===== config.mk =====
export PLATFORM = sky130hd
export DESIGN_NAME = dspwm_timer
export DESIGN_NICKNAME = d
export VERILOG_FILES = /design/src/rtl/dspwm_pkg.sv /design/src/rtl/dspwm_prescaler.sv /design/src/rtl/dspwm_counter.sv /design/src/rtl/dspwm_channel.sv /design/src/rtl/dspwm_timer.sv
export SDC_FILE = /design/constraint.sdc
export NUM_CORES = 1
export LEC_CHECK = 0
export CELL_PAD_IN_SITES_DETAIL_PLACEMENT = 1
export CELL_PAD_IN_SITES_GLOBAL_PLACEMENT = 2
export CORE_MARGIN = 3
export CORE_UTILIZATION = 40
export DETAILED_ROUTE_END_ITERATION = 12
export DONT_BUFFER_PORTS = 1
export GPL_TIMING_DRIVEN = 0
export HOLD_SLACK_MARGIN = 0.06
export PLACE_DENSITY = 0.88
export SETUP_SLACK_MARGIN = 0.05
export SLEW_MARGIN = 10
export SYNTH_ARGS = -nofsm -noshare
export SYNTH_HDL_FRONTEND = slang
export SYNTH_SLANG_ARGS = --single-unit

===== constraint.sdc =====
create_clock -name clk_i -period 6.2 [get_ports clk_i]
set_input_delay 1.24 -clock clk_i [delete_from_list [all_inputs] [get_ports clk_i]]
set_output_delay 1.24 -clock clk_i [all_outputs]
set_load 0.1 [all_outputs]

===== src/rtl/dspwm_pkg.sv =====
package dspwm_pkg;

    // Register addresses of the write port
    typedef enum logic [2:0] {
        ADR_TOP    = 3'd0,
        ADR_CMP_A  = 3'd1,
        ADR_CMP_B  = 3'd2,
        ADR_CTRL   = 3'd3,
        ADR_COUNT  = 3'd4,
        ADR_STATUS = 3'd5,
        ADR_PRST   = 3'd6
    } reg_addr_e;

    typedef enum logic {
        DIR_UP   = 1'b0,
        DIR_DOWN = 1'b1
    } dir_e;

    // Control register, LSB first: clk_sel[2:0], oe_a[3], oe_b[4], ovf_ie[5]
    typedef struct packed {
        logic       ovf_ie;
        logic       oe_b;
        logic       oe_a;
        logic [2:0] clk_sel;
    } ctrl_t;

    localparam int CTRL_W = $bits(ctrl_t);

    // log2 of the division ratio for a clock select code
    function automatic int div_log2(input logic [2:0] sel);
        case (sel)
            3'd2:    return 3;
            3'd3:    return 6;
            3'd4:    return 8;
            3'd5:    return 10;
            default: return 0;
        endcase
    endfunction

    function automatic logic sel_running(input logic [2:0] sel);
        return (sel != 3'd0) && (sel <= 3'd5);
    endfunction

endpackage


===== src/rtl/dspwm_prescaler.sv =====
module dspwm_prescaler
    import dspwm_pkg::*;
#(
    parameter int PRE_W = 10
) (
    input  logic       clk_i,
    input  logic       rst_ni,
    input  logic [2:0] clk_sel_i,
    input  logic       clr_i,
    output logic       tick_o
);

    typedef struct packed {
        logic [PRE_W-1:0] phase;
    } pre_state_t;

    pre_state_t       pre_q, pre_d;
    logic [PRE_W-1:0] mask;
    int               shift;

    always_comb begin
        pre_d = pre_q;
        shift = div_log2(clk_sel_i);
        mask  = '0;
        for (int i = 0; i < PRE_W; i++) begin
            if (i < shift) mask[i] = 1'b1;
        end
        // free-running phase; a restart request zeroes it
        pre_d.phase = clr_i ? '0 : pre_q.phase + 1'b1;
        // a step fires when all phase bits below the ratio are set
        tick_o = sel_running(clk_sel_i) && !clr_i &&
                 ((pre_q.phase & mask) == mask);
    end

    always_ff @(posedge clk_i or negedge rst_ni) begin
        if (!rst_ni) pre_q <= '0;
        else         pre_q <= pre_d;
    end

endmodule


===== src/rtl/dspwm_counter.sv =====
module dspwm_counter
    import dspwm_pkg::*;
#(
    parameter int CNT_W = 16,
    parameter int NCH   = 2
) (
    input  logic                       clk_i,
    input  logic                       rst_ni,
    input  logic                       tick_i,
    input  logic                       load_i,
    input  logic [CNT_W-1:0]           load_val_i,
    input  logic [CNT_W-1:0]           top_buf_i,
    input  logic [NCH-1:0][CNT_W-1:0]  cmp_buf_i,
    output logic [CNT_W-1:0]           cnt_o,
    output dir_e                       dir_o,
    output logic [CNT_W-1:0]           top_act_o,
    output logic [NCH-1:0][CNT_W-1:0]  cmp_act_o
);

    localparam logic [CNT_W-1:0] ONE = {{(CNT_W-1){1'b0}}, 1'b1};

    typedef struct packed {
        logic [CNT_W-1:0]          cnt;
        dir_e                      dir;
        logic [CNT_W-1:0]          top_act;
        logic [NCH-1:0][CNT_W-1:0] cmp_act;
    } cnt_state_t;

    cnt_state_t       cnt_q, cnt_d;
    logic             leave_bottom;
    logic [CNT_W-1:0] top_use;

    always_comb begin
        cnt_d = cnt_q;
        // shadow copies are taken up on the step that leaves zero
        leave_bottom = tick_i && (cnt_q.cnt == '0) && !load_i;
        top_use      = leave_bottom ? top_buf_i : cnt_q.top_act;
        if (leave_bottom) begin
            cnt_d.top_act = top_buf_i;
            cnt_d.cmp_act = cmp_buf_i;
        end
        if (load_i) begin
            cnt_d.cnt = load_val_i;
            cnt_d.dir = DIR_UP;
        end else if (tick_i) begin
            if (cnt_q.dir == DIR_UP && cnt_q.cnt < top_use) begin
                cnt_d.cnt = cnt_q.cnt + 1'b1;
            end else if (cnt_q.cnt == '0) begin
                // ceiling of zero, or a loaded zero while falling
                cnt_d.cnt = '0;
                cnt_d.dir = DIR_UP;
            end else begin
                cnt_d.cnt = cnt_q.cnt - 1'b1;
                cnt_d.dir = (cnt_q.cnt == ONE) ? DIR_UP : DIR_DOWN;
            end
        end
    end

    always_ff @(posedge clk_i or negedge rst_ni) begin
        if (!rst_ni) begin
            cnt_q.cnt     <= '0;
            cnt_q.dir     <= DIR_UP;
            cnt_q.top_act <= '1;
            cnt_q.cmp_act <= '0;
        end else begin
            cnt_q <= cnt_d;
        end
    end

    assign cnt_o     = cnt_q.cnt;
    assign dir_o     = cnt_q.dir;
    assign top_act_o = cnt_q.top_act;
    assign cmp_act_o = cnt_q.cmp_act;

endmodule


===== src/rtl/dspwm_channel.sv =====
module dspwm_channel
    import dspwm_pkg::*;
#(
    parameter int CNT_W = 16
) (
    input  logic             clk_i,
    input  logic             rst_ni,
    input  logic [CNT_W-1:0] cnt_i,
    input  dir_e             dir_i,
    input  logic [CNT_W-1:0] top_i,
    input  logic [CNT_W-1:0] cmp_i,
    input  logic             oe_i,
    output logic             pin_o,
    output logic             pin_en_o
);

    typedef struct packed {
        logic level;
    } ch_state_t;

    ch_state_t ch_q, ch_d;

    always_comb begin
        ch_d = ch_q;
        if (cmp_i == '0) begin
            ch_d.level = 1'b0;
        end else if (cmp_i >= top_i) begin
            ch_d.level = 1'b1;
        end else if (dir_i == DIR_UP) begin
            // falls on the rising match
            ch_d.level = (cnt_i < cmp_i);
        end else begin
            // rises on the falling match
            ch_d.level = (cnt_i <= cmp_i);
        end
    end

    always_ff @(posedge clk_i or negedge rst_ni) begin
        if (!rst_ni) ch_q <= '0;
        else         ch_q <= ch_d;
    end

    assign pin_o    = oe_i & ch_q.level;
    assign pin_en_o = oe_i;

endmodule


===== src/rtl/dspwm_timer.sv =====
module dspwm_timer
    import dspwm_pkg::*;
#(
    parameter int CNT_W  = 16,
    parameter int ADDR_W = 3,
    parameter int PRE_W  = 10
) (
    input  logic              clk_i,
    input  logic              rst_ni,
    input  logic              wr_en_i,
    input  logic [ADDR_W-1:0] wr_addr_i,
    input  logic [CNT_W-1:0]  wr_data_i,
    output logic [CNT_W-1:0]  cnt_o,
    output logic              ovf_flag_o,
    output logic              irq_o,
    output logic              pwm_a_o,
    output logic              pwm_a_en_o,
    output logic              pwm_b_o,
    output logic              pwm_b_en_o
);

    localparam int NCH = 2;

    typedef struct packed {
        ctrl_t                     ctrl;
        logic [CNT_W-1:0]          top_buf;
        logic [NCH-1:0][CNT_W-1:0] cmp_buf;
        logic                      ovf;
    } reg_state_t;

    reg_state_t                reg_q, reg_d;
    logic                      cnt_wr;
    logic                      presc_clr;
    logic                      tick;
    logic                      running;
    logic [2:0]                clk_sel;
    logic [CNT_W-1:0]          cnt;
    dir_e                      dir;
    logic [CNT_W-1:0]          top_act;
    logic [NCH-1:0][CNT_W-1:0] cmp_act;
    logic [NCH-1:0]            oe;
    logic [NCH-1:0]            pin;
    logic [NCH-1:0]            pin_en;

    assign clk_sel = reg_q.ctrl.clk_sel;
    assign running = sel_running(clk_sel);

    always_comb begin
        reg_d     = reg_q;
        cnt_wr    = 1'b0;
        presc_clr = 1'b0;
        if (wr_en_i) begin
            case (wr_addr_i)
                ADR_TOP:    reg_d.top_buf    = wr_data_i;
                ADR_CMP_A:  reg_d.cmp_buf[0] = wr_data_i;
                ADR_CMP_B:  reg_d.cmp_buf[1] = wr_data_i;
                ADR_CTRL:   reg_d.ctrl       = ctrl_t'(wr_data_i[CTRL_W-1:0]);
                ADR_COUNT:  cnt_wr           = 1'b1;
                ADR_STATUS: if (wr_data_i[0]) reg_d.ovf = 1'b0;
                ADR_PRST:   presc_clr        = 1'b1;
                default:    ;
            endcase
        end
        // setting the flag takes priority over clearing it
        if (running && cnt == '0) reg_d.ovf = 1'b1;
    end

    always_ff @(posedge clk_i or negedge rst_ni) begin
        if (!rst_ni) begin
            reg_q.ctrl    <= '0;
            reg_q.top_buf <= '1;
            reg_q.cmp_buf <= '0;
            reg_q.ovf     <= 1'b0;
        end else begin
            reg_q <= reg_d;
        end
    end

    dspwm_prescaler #(
        .PRE_W (PRE_W)
    ) u_presc (
        .clk_i     (clk_i),
        .rst_ni    (rst_ni),
        .clk_sel_i (clk_sel),
        .clr_i     (presc_clr),
        .tick_o    (tick)
    );

    dspwm_counter #(
        .CNT_W (CNT_W),
        .NCH   (NCH)
    ) u_cnt (
        .clk_i      (clk_i),
        .rst_ni     (rst_ni),
        .tick_i     (tick),
        .load_i     (cnt_wr),
        .load_val_i (wr_data_i),
        .top_buf_i  (reg_q.top_buf),
        .cmp_buf_i  (reg_q.cmp_buf),
        .cnt_o      (cnt),
        .dir_o      (dir),
        .top_act_o  (top_act),
        .cmp_act_o  (cmp_act)
    );

    assign oe = {reg_q.ctrl.oe_b, reg_q.ctrl.oe_a};

    for (genvar ch = 0; ch < NCH; ch++) begin : g_ch
        dspwm_channel #(
            .CNT_W (CNT_W)
        ) u_ch (
            .clk_i    (clk_i),
            .rst_ni   (rst_ni),
            .cnt_i    (cnt),
            .dir_i    (dir),
            .top_i    (top_act),
            .cmp_i    (cmp_act[ch]),
            .oe_i     (oe[ch]),
            .pin_o    (pin[ch]),
            .pin_en_o (pin_en[ch])
        );
    end

    assign cnt_o      = cnt;
    assign ovf_flag_o = reg_q.ovf;
    assign irq_o      = reg_q.ovf & reg_q.ctrl.ovf_ie;
    assign pwm_a_o    = pin[0];
    assign pwm_a_en_o = pin_en[0];
    assign pwm_b_o    = pin[1];
    assign pwm_b_en_o = pin_en[1];

endmodule


==> run metrics <==
ratio of cells with drive above 1 in the final layout 0.187; worst r2r dst u_cnt.cnt_o[5]; RSZ-0062 raised after global routing no; Synth Instances ~840; Remaining DRCs 0; Vias ~6600; area leader, netlist dfrtp_1; sequential area share after synthesis 0.412; CP Launch Point u_cnt.cnt_o[8]; Worst Path Required 6470 ps; router iterations before antenna repair 5; Clock Tree Root clkbuf_16; maximum vdd drop roughly 0.25 mV; initial drt markers 360; fillers around 2200; Cells after DPL approximately 1100; synth unique cells 64; Initial Util 0.411; ANT cells 0; CP Data Arrival Time between 6000 and 7000 ps; initial antenna violation count 0; Site Rows 51; most frequent cells in the layout 88 x dfrtp_1, 86 x ha_1, 71 x inv_1, 61 x nand2_1, 60 x o21ai_0; Worst-Skew Late Latency between 400 and 500 ps; core box area between 15000 and 20000 um2; pins over their slew limit 0; clk sinks roughly 130; Leak approximately 0.0043 uW; hold violation count in the final report 0; fmax roughly 170 MHz; Hold Slack between 400 and 500 ps; Yosys top cell area share 0.309; syn avg cell area between 9 and 10 um2; H-tree Lvls 4; Die H between 100 and 150 um; Seq cells post-synth 132; Die Area about 22000 um2; FF-to-FF Start u_cnt.cnt_o[8]; chip width around 150 um; via/cell ratio between 5 and 6; dpl hpwl approximately 18000 um; CTS tree done; minimum clock period between 5000 and 6000 ps; Setup WS pre-CTS -581 ps; MaxCap Viol Count 0; HP Class reg -> reg; final WL 24600 um; Synth area leaders dfrtp_1 31%, ha_1 13%, dfstp_2 10%; I/O pin cnt 44; leading cell type in the layout, fill and taps excluded dfrtp_1; routed length per instance 21.5 um; status finished, final reports clean; fin nets between 900 and 1000; final setup fails 0; grt ovf 0; mapped cell area a little over 8000 um2; dpl cell area roughly 8400 um2; Reg clk slew, reported paths roughly 60 ps; PwrDens between 300 and 400 nW/um2; Critical path destination u_cnt.cnt_o[5]; Max Fanout on Critical Path 10; Worst-Margin Slew between 1000 and 1500 ps; Final Skew 14.5 ps; largest net degree at the start of global routing 133; Max Root-Sink Buffers 2; GPL Wtd Cong just over 0.8; CTS buffer count 17; Synth warnings 0; fin worst setup slack between 300 and 400 ps; global-route wire length before repair 39100 um; Antenna Violating Nets Remaining 0; Setup CP Type reg -> reg; fin crit share 0.951; area grow syn2layout 13.2%; R2R Setup Slk between 300 and 400 ps; ys flop type dfrtp_1; Post-Layout Inst Area about 9200 um2; Slew HR 0.143; endpoint type of the worst setup path flop; Non-Filler Instances 1147; GRT Util Overall 0.230; FF-to-FF path depth 21; Synth async-reset ratio 1.00; port buffer count 0; CP Launch Type flop; overall power 3120 uW; Post-Syn Nets roughly 950; min-delay src reg_q[21]; Post-synth EDFFs 0; vias in the first global route between 6000 and 7000; Hold-fix buffers, CTS 0
-- area by class of cell --
cell class | instances | area [um2] | share of cell area
Multi-Input combinational cell | 602 | 4400 | 0.479
Timing Repair Buffer | 14 | 100 | 0.0109
Buffer | 29 | 140 | 0.0153
Sequential cell | 132 | 3370 | 0.367
Inverter | 73 | 282 | 0.0307
Clock buffer | 24 | 482 | 0.0525
Clock inverter | 8 | 77.6 | 0.00845
Tap cell | 265 | 332 | 0.0361
-- worst max-delay path, stage by stage (launching register included) --
cell	delay (ps)
dfrtp_4	640
buf_6	190
or3_4	410
or4_1	470
buf_2	190
a2111o_1	410
nor4_4	270
buf_4	180
clkbuf_4	220
a21o_1	160
inv_1	50
ha_1	280
a21o_1	180
a31oi_1	270
nand3_1	120
a311o_1	370
a41o_1	280
o21ai_4	250
buf_4	160
nor3_1	60
o311ai_0	370
o311ai_1	170
-- what timing repair did --
action,in CTS,in global routing
resized for setup,19,15
setup endpoints to repair,17,16
endpoints found under the hold margin,0,0
pin swaps,1,2
buffers inserted,1,13
-- stage by stage --
stage | utilization | TNS [ps]
floorplan | - | 0
finish | 0.465 | 0
CTS | 0.459 | 0
global route | 0.465 | 0
detailed placement | 0.428 | -7830
global placement | 0.428 | -6530
-- cells by family (layout without fill, tap and decap cells) --
family / after synthesis / in the layout / share of synthesized area
simple gates: 247 / 247 / 0.154
compound gates: 200 / 200 / 0.160
flops: 132 / 132 / 0.412
buf+inv: 103 / 148 / 0.0489
fa+ha+maj: 87 / 87 / 0.134
mux: 57 / 57 / 0.0790
xor+xnor: 11 / 11 / 0.0119
-- cell usage after synthesis (16+ instances only) --
master / count
clkbuf_1: 21
nand3_1: 21
inv_1: 73
nor2_1: 55
nand2_1: 61
nor3_1: 24
a21o_1: 35
ha_1: 87
dfstp_2: 32
a21oi_1: 35
o21ai_0: 60
nand4_1: 16
dfrtp_1: 100
mux2_2: 55
-- power by group --
| group | total (uW) | internal [uW] | switching [uW] |
|---|---|---|---|
| clock | 964 | 582 | 382 |
| combinational | 679 | 294 | 384 |
| sequential | 1480 | 1010 | 465 |
-- worst min-delay path by stage --
| stage | endpoint | slack, ps | cells past startpoint |
|---|---|---|---|
| 2_1_floorplan | u_cnt.cmp_act_o[0] | 450 | 2 |
| 3_3_place_gp | u_cnt.cmp_act_o[29] | 460 | 2 |
| 3_5_place_dp | u_cnt.cmp_act_o[20] | 470 | 2 |
| 4_1_cts | u_cnt.cmp_act_o[20] | 480 | 2 |
| 5_1_grt | u_presc.pre_q[8] | 480 | 0 |
| 6_report | u_cnt.cmp_act_o[20] | 480 | 2 |
-- per-layer routing --
metal / vias to the layer above / track usage / share of wire
met5: - / 0 / 0
met4: 0 / 0.0771 / 0.019
met3: 37 / 0.0369 / 0.033
met2: 126 / 0.381 / 0.49
met1: 3338 / 0.308 / 0.46
li1: 3070 / - / -
-- flip-flops by register name, indices dropped and copies added (netlist names) --
signal           flops
reg_q               49
u_cnt.dir_o          1
g_ch.u_ch.ch_q       2
u_presc.pre_q       10
u_cnt.top_act_o     16
ovf_flag_o           1
oe                   2
u_cnt.cnt_o         16
clk_sel              3
u_cnt.cmp_act_o     32
(Power assumes the default switching activity.)
